<file path="src/rtl/scale_pkg.sv">
package scale_pkg;
    localparam int PHASE_W = 4;

    typedef logic [PHASE_W-1:0] phase_t;

    typedef enum logic [1:0] {
        ACT_HOLD  = 2'd0,
        ACT_CLEAR = 2'd1,
        ACT_STEP  = 2'd2
    } act_e;

    // line restart wins over a step in the same cycle
    function automatic act_e pick_act(input logic restart, input logic adv_px);
        if (restart)
            return ACT_CLEAR;
        else if (adv_px)
            return ACT_STEP;
        else
            return ACT_HOLD;
    endfunction
endpackage

</file>
<file path="src/rtl/step_accum.sv">
module step_accum
    import scale_pkg::*;
#(
    parameter int W = 12
) (
    input  logic         clk,
    input  logic         rst,
    input  act_e         act,
    input  logic [W:0]   n_src,
    input  logic [W:0]   n_dst,
    output logic [W-1:0] idx,
    output logic [W:0]   acc,
    output logic         adv
);
    logic [W+1:0] sum;
    logic [W+1:0] nxt;
    logic         wrap;
    logic         at_end;

    assign sum    = {1'b0, acc} + {1'b0, n_src};
    assign wrap   = sum >= {1'b0, n_dst};
    assign nxt    = wrap ? (sum - {1'b0, n_dst}) : sum;
    assign at_end = {1'b0, idx} == (n_src - (W+1)'(1));

    always_ff @(posedge clk) begin
        if (rst) begin
            idx <= '0;
            acc <= '0;
            adv <= 1'b0;
        end else begin
            unique case (act)
                ACT_CLEAR: begin
                    idx <= '0;
                    acc <= '0;
                    adv <= 1'b0;
                end
                ACT_STEP: begin
                    acc <= nxt[W:0];
                    if (wrap && !at_end) begin
                        idx <= idx + W'(1);
                        adv <= 1'b1;
                    end else begin
                        adv <= 1'b0;
                    end
                end
                default: adv <= 1'b0;
            endcase
        end
    end
endmodule

</file>
<file path="src/rtl/phase_div.sv">
module phase_div
    import scale_pkg::*;
#(
    parameter int W = 12
) (
    input  logic [W:0] num,
    input  logic [W:0] den,
    output phase_t     q
);
    // restoring division, one compare per quotient bit; num < den assumed
    logic [W+1:0] rem [0:PHASE_W];

    assign rem[0] = {1'b0, num};

    for (genvar i = 0; i < PHASE_W; i++) begin : g_stage
        logic [W+1:0] dbl;
        logic         ge;
        assign dbl    = {rem[i][W:0], 1'b0};
        assign ge     = dbl >= {1'b0, den};
        assign rem[i+1] = ge ? (dbl - {1'b0, den}) : dbl;
        assign q[PHASE_W-1-i] = ge;
    end
endmodule

</file>
<file path="src/rtl/scale_stepper.sv">
module scale_stepper
    import scale_pkg::*;
#(
    parameter int W = 12
) (
    input  logic         clk,
    input  logic         rst,
    input  logic [W-1:0] src_last,
    input  logic [W-1:0] dst_last,
    input  logic         line_start,
    input  logic         step,
    output logic [W-1:0] src_idx,
    output logic         src_adv,
    output logic [3:0]   phase
);
    logic [W:0] n_src;
    logic [W:0] n_dst;
    logic [W:0] acc_q;
    act_e       act;
    phase_t     ph;

    assign n_src = {1'b0, src_last} + (W+1)'(1);
    assign n_dst = {1'b0, dst_last} + (W+1)'(1);
    assign act   = pick_act(line_start, step);

    step_accum #(.W(W)) u_accum (
        .clk  (clk),
        .rst  (rst),
        .act  (act),
        .n_src(n_src),
        .n_dst(n_dst),
        .idx  (src_idx),
        .acc  (acc_q),
        .adv  (src_adv)
    );

    phase_div #(.W(W)) u_phase (
        .num(acc_q),
        .den(n_dst),
        .q  (ph)
    );

    assign phase = ph;
endmodule

</file>
<file path="config.mk">
export PLATFORM = sky130hd
export DESIGN_NAME = scale_stepper
export DESIGN_NICKNAME = d
export VERILOG_FILES = /design/src/rtl/scale_pkg.sv /design/src/rtl/step_accum.sv /design/src/rtl/phase_div.sv /design/src/rtl/scale_stepper.sv
export SDC_FILE = /design/constraint.sdc
export NUM_CORES = 1
export LEC_CHECK = 0
export CORE_AREA = 2 2 172 141
export CTS_BUF_LIST = sky130_fd_sc_hd__clkbuf_16
export DETAILED_ROUTE_END_ITERATION = 7
export DIE_AREA = 0 0 174 143
export DONT_BUFFER_PORTS = 1
export GPL_ROUTABILITY_DRIVEN = 1
export PLACE_DENSITY_LB_ADDON = 0.25
export SLEW_MARGIN = 20
export SYNTH_ARGS = -nofsm -noshare
export SYNTH_HDL_FRONTEND = slang
export SYNTH_SLANG_ARGS = --single-unit
</file>
<file path="constraint.sdc">
create_clock -name clk -period 33.6 [get_ports clk]
set_input_delay 5.04 -clock clk [delete_from_list [all_inputs] [get_ports clk]]
set_output_delay 5.04 -clock clk [all_outputs]
set_load 0.02 [all_outputs]
</file>
Word level (Yosys, flattened, before mapping) --
Cells that the tools add are included.
Word-level totals: register bits after elaboration 26, bits in latches 0, memory bits (writable) 0, memory bits (read-only) 0, input port bits 28, output and inout bits 17, logic and storage cells 37, memories kept 0
Cells by class: $add $sub $neg 9, $mul 0, div/mod/pow operators 0, $lt $le $gt $ge 5, eq/ne operators 4, shift operators 0, multiplexer cells 10, bitwise gates (word level) 1, reductions and logical operators 5
Operators with widths (number):
- 14-bit by 13-bit greater-or-equal comparator with 1-bit output | 5
- 13-bit 2-to-1 mux | 4
- 13-bit subtractor | 4
- 12-bit by 1-bit adder with 13-bit output (second input constant) | 2
- 13-bit case mux with 2 select lines | 1
- 12-bit case mux with 2 select lines | 1
- 13-bit by 13-bit adder with 14-bit output | 1
- 12-bit by 13-bit equality test with 1-bit output | 1
- 13-bit by 1-bit subtractor with 13-bit output (second input constant) | 1
- 12-bit by 1-bit adder with 12-bit output (second input constant) | 1
- 12-bit 2-to-1 mux | 1
- 2-bit 2-to-1 mux | 2
- 2-bit by 1-bit equality test with 1-bit output (second input constant) | 1
- 2-bit equality test (second input constant) | 1
- 2-bit by 1-bit != test with 1-bit output (second input constant) | 1
- 2-bit AND reduction | 1
- 2-bit nonzero test | 1
- 2-bit OR reduction | 1
- 1-bit logical AND | 1
- 1-bit logical NOT | 1
- 1-bit 2-to-1 mux | 1
- 1-bit inverter | 1

Longest topological paths before layout --
word-level depth 8, mapped depth 54, depth with buffers taken out 50

Hierarchy --
From an unflattened synthesis, not the netlist that was laid out.
Unflattened totals: cells, all modules 786, area total of the unflattened synthesis 5940.7 um2
Modules (own cells, without submodules):
- step_accum | instances 1, cells an instance 394, area each 2986.6 um2, seq. area each 520.5 um2
- phase_div | instances 1, cells an instance 330, area each 2547.4 um2, seq. area each 0.0 um2
- scale_stepper | instances 1, cells an instance 62, area each 406.6 um2, seq. area each 0.0 um2

Worst setup path before layout --
Ideal clock, no wire load.
path type input-to-output, from input port dst_last[0], to output port phase[0], arrival time 14.346 ns, data required time 28.560 ns, slack 14.214 ns, stages 53, buffers on the path 4, cells stage by stage ha_1 -> nand3_2 -> or2_2 -> xor2_1 -> ha_1 -> or2_2 -> nand2b_1 -> mux2_2 -> a311oi_1 -> maj3_1 -> o21ai_2 -> clkbuf_1 -> mux2_2 -> ha_1 -> a31o_2 -> a21o_1 -> a21o_1 -> a21o_1 -> [17 not listed] -> a41o_1 -> a21o_1 -> a311o_1 -> buf_6 -> o211ai_1 -> o21ai_0 -> ha_1 -> a21oi_1 -> nor2b_1 -> o21ai_0 -> nand2b_1 -> a221oi_1 -> nor2_1 -> or4b_1 -> a21oi_1 -> nor2_1 -> nand4_1 -> buf_4
Between the ends: longest elaborated chain between the ends 8, elaborated cells between the ends (all ways) 11, classes of those cells add/sub (4); order compare (4); mux (3)
Ends and longest elaborated chain:
- start: declaration | RTL line scale_stepper.sv:9 | input logic [W-1:0] dst_last,
- 12-bit by 1-bit adder with 13-bit output * | RTL line scale_stepper.sv:23 | assign n_dst = {1'b0, dst_last} + (W+1)'(1);
- 13-bit subtractor / 14-bit by 13-bit greater-or-equal comparator with 1-bit output (equally long branches) | RTL line phase_div.sv:20, phase_div.sv:19
- 13-bit 2-to-1 mux | RTL line phase_div.sv:20 | assign rem[i+1] = ge ? (dbl - {1'b0, den}) : dbl;
- 14-bit by 13-bit greater-or-equal comparator with 1-bit output * | RTL line phase_div.sv:19 | assign ge = dbl >= {1'b0, den};
- net u_phase.g_stage[1].ge | RTL line phase_div.sv:17 | logic ge;
- 13-bit 2-to-1 mux * | RTL line phase_div.sv:20
- 13-bit subtractor / 14-bit by 13-bit greater-or-equal comparator with 1-bit output (equally long branches) | RTL line phase_div.sv:20, phase_div.sv:19
- 13-bit 2-to-1 mux * | RTL line phase_div.sv:20
- 14-bit by 13-bit greater-or-equal comparator with 1-bit output * | RTL line phase_div.sv:19
- end: declaration | RTL line scale_stepper.sv:14 | output logic [3:0] phase
The timed path passes the listed nets; every way through them passes the cells marked *.

Worst setup path after layout --
from input port dst_last[0], to output port phase[0]
Between the ends: longest elaborated chain between the ends 8, elaborated cells between the ends (all ways) 11, classes of those cells add/sub (4); order compare (4); mux (3)
Ends and longest elaborated chain (RTL line):
- 12-bit by 1-bit adder with 13-bit output * | scale_stepper.sv:23
- 13-bit subtractor / 14-bit by 13-bit greater-or-equal comparator with 1-bit output (equally long branches) | phase_div.sv:20, phase_div.sv:19
- 13-bit 2-to-1 mux | phase_div.sv:20
- 14-bit by 13-bit greater-or-equal comparator with 1-bit output * | phase_div.sv:19
- net phase[2] | scale_stepper.sv:14
- 13-bit 2-to-1 mux * | phase_div.sv:20
- 13-bit subtractor / 14-bit by 13-bit greater-or-equal comparator with 1-bit output (equally long branches) | phase_div.sv:20, phase_div.sv:19
- 13-bit 2-to-1 mux * | phase_div.sv:20
- 14-bit by 13-bit greater-or-equal comparator with 1-bit output * | phase_div.sv:19
Marked as above.

==> results.py <==
metrics = {
    "worst_setup_path": {
        "cp-startpoint": "dst_last[0]",
        "required_ps": 28560,
        "cp.arrival_ps": 15700,
        "endpoint": "phase[0]",
        "path_class": "in2out",
        "rr_worst_depth": 23,
        "reg2reg_from": "u_accum.acc[0]$_SDFFE_PP0P_",
        "crit_slowest_cell": "o21ai_2",
        "cp-start-kind": "primary input",
        "critPathMaxStageDelay_ps": 650,
        "endpoint_kind": "output pin",
        "reg2reg_slack_ps": 28350,
        "cp_common_cell": "a21o_1",
        "timing.rr.end": "u_accum.idx[11]$_SDFFE_PP0P_",
        "cp_max_fo": 17,
    },
    "floorplanning": {
        "num_rows": 50,
        "dieArea_mm2": 0.02488,
        "coreArea_mm2": 0.02302,
        "die_w_um": 174,
        "ioPinCount": 45,
        "die_y_um": 143,
        "start_util": 0.2477,
    },
    "place": {
        "portBuffers": 0,
        "hpwl_um": 13470,
        "gp_congestion": 0.8726,
        "place_area_mm2": 0.005962,
    },
    "final_layout": {
        "layout.nets": 844,
        "synthToLayoutAreaGrowth_pct": 5.947,
        "multi_input_area_mm2": 0.004890,
        "final_area_mm2": 0.006041,
        "fill_cells": 2590,
        "drive_above_1_share": 0.06024,
        "seqCellArea_um2": 520.5,
        "insertedDiodeCount": 0,
    },
    "pwr": {
        "p_leak_nw": 2.578,
        "ir_worst_vdd_mv": 0.02780,
        "p_per_area_mw_per_mm2": 57.54,
    },
    "synthesis": {
        "synthSimpleGateAreaFrac": 0.2258,
        "synth-edff-count": 0,
        "synth_xor_area_frac": 0.1756,
        "synth_top_family_by_area": "compound AO/OA/AOI/OAI gates",
        "yosysSeqAreaShare": 0.09129,
        "synth-adder-area-share": 0.1731,
        "synth_nets": 869,
        "synth.area.mux_share": 0.04477,
        "synth_area_leaders": "ha_1, xnor2_1, dfxtp_1",
        "synth_area_per_cell_um2": 7.376,
        "yosys.area.top_type_share": 0.1448,
        "syn-cell-area_mm2": 0.005702,
        "synthArstFlopShare": 0,
        "synth_cell_type_count": 75,
        "synthCells": 773,
        "ys.flop_type": "dfxtp_1",
        "yosysTopAreaCell": "ha_1",
        "synth.most_common_cell": "nor2_1",
        "synth_seq_cells": 26,
        "synth_compound_area_frac": 0.2383,
        "synthTopCellsByCount": "nor2_1, ha_1, a21oi_1",
        "yosysWarnings": 0,
    },
    "grt": {
        "grt.overflow.total": 0,
        "grt_pass1_wl_um": 26670,
        "grt_use_total": 0.1301,
        "grt_pass1_vias": 4894,
        "grt_max_degree": 27,
        "antenna_found_initial": 0,
    },
    "clocking": {
        "ctsResizeCount": 0,
        "cts_tree": "done",
        "cts_buffer_depth": 2,
        "post_cts_buffers": 0,
        "cts_max_level": 1,
        "postCtsHoldBufs": 0,
        "cts_buffers": 3,
        "clockRootBuffer": "clkbuf_16",
        "insertion_delay_ps": 270,
        "clkSlewWorstSetupHoldPaths_ps": 80,
        "clock_sinks": 26,
    },
    "sta": {
        "fin_crit_sh": 0.6172,
        "rsz0062_at_grt": "false",
        "fin_crit_ps": 20740,
        "skew_ps": 5.660,
        "hold_viol": 0,
        "slew_violations": 0,
        "fmax_mhz": 48.22,
        "worst_pin_slew_ps": 1019,
        "maxSlewHeadroom": 0.3183,
        "setup_viol": 0,
        "setup_tns_ps": 0,
    },
    "flow_run": {
        "maxCapViolations": 0,
    },
    "outcome": {
        "outcome": "completed",
    },
    "detailed_routing": {
        "first_iter_violations": 261,
        "wl_per_cell_um": 15.40,
        "avgViaCountPerCell": 4.924,
        "dr.pass1.iters": 4,
        "totalWireLength_um": 16310,
        "vias": 5215,
        "antenna_left": 0,
        "drc": 0,
    },
    "hold_path": {
        "min_path_type": "reg2reg",
        "hold_start": "u_accum.acc[12]$_SDFFE_PP0P_",
    },
}
## cells in the final DEF, fill, tap and decap left out, types with 9 or more instances in the layout
cell	count
inv_1	33
a21o_1	24
ha_1	66
nor2_1	84
maj3_1	11
or3_1	10
a31oi_1	9
and3_1	9
o21ai_0	47
nor2b_1	10
nand3_1	21
xnor2_1	63
nand2b_1	9
nor3_1	13
nand2_1	56
a21oi_1	65
nand4_1	14
mux2i_1	12
xor2_1	34
dfxtp_1	26
## per-stage QoR
step | utilization | setup slack (ps) | total power, mW | std cells | hold slack, ps
2_1_floorplan | - | 14210 | 0.2719 | 773 | 506.1
3_3_place_gp | 0.2590 | 13180 | 0.3219 | 1055 | 584.9
6_report | 0.2624 | 12860 | 0.3476 | 1059 | 595.7
3_5_place_dp | 0.2590 | 12990 | 0.3171 | 1055 | 582.8
4_1_cts | 0.2624 | 12910 | 0.3488 | 1059 | 604.1
5_1_grt | 0.2624 | 12060 | 0.3859 | 1059 | 623.7
## per-layer routing
layer	vias up	wire length, um	track usage
met1	2391	8738	0.1950
met3	4	705	0.02103
li1	2745	-	-
met2	75	6832	0.2030
met4	0	35	0.007519
met5	-	0	0
## worst min-delay path by stage
stage / to / slack, ps / cells after the start
floorplan: u_accum.acc[12]$_SDFFE_PP0P_ / 510 / 1
global placement: u_accum.acc[12]$_SDFFE_PP0P_ / 580 / 1
detailed placement: u_accum.acc[12]$_SDFFE_PP0P_ / 580 / 1
CTS: u_accum.acc[12]$_SDFFE_PP0P_ / 600 / 1
global route: u_accum.acc[12]$_SDFFE_PP0P_ / 620 / 1
finish: u_accum.acc[12]$_SDFFE_PP0P_ / 600 / 1
## kinds of logic (layout without fill, tap and decap cells)
logic type	Yosys count	after routing
fa+ha+maj	80	80
xor+xnor	104	104
compound gates	211	211
flops	26	26
buf+inv	69	43
mux	23	23
simple gates	260	260
## sequential cells by signal (all words and copies together), names as in the netlist
name	cells
u_accum.adv	1
u_accum.idx	12
u_accum.acc	13
## final cells by class
cell class,instances,area share
clock buffers,3,0.01243
multi-input cells,678,0.8094
flip-flops and latches,26,0.08616
clock inverters,1,0.0006214
repair buffers,4,0.004971
inverters,35,0.02175
well taps,312,0.06462
## power by group
| part | switching [mW] | total, mW | internal, mW |
|---|---|---|---|
| clock | 0.0127 | 0.0287 | 0.0160 |
| sequential | 0.00363 | 0.0362 | 0.0326 |
| combinational | 0.159 | 0.283 | 0.123 |
## worst max-delay path, delay by kind of cell
kind                       cells  cell delay [ps]
buffers and inverters          3              560
AOI/OAI and AO/OA             20             4430
muxes                          4             1210
xor gates and xnor gates       1              220
adders and majority gates      6             1910
and+or+nand+nor               12             2310
(Power assumes the default switching activity.)
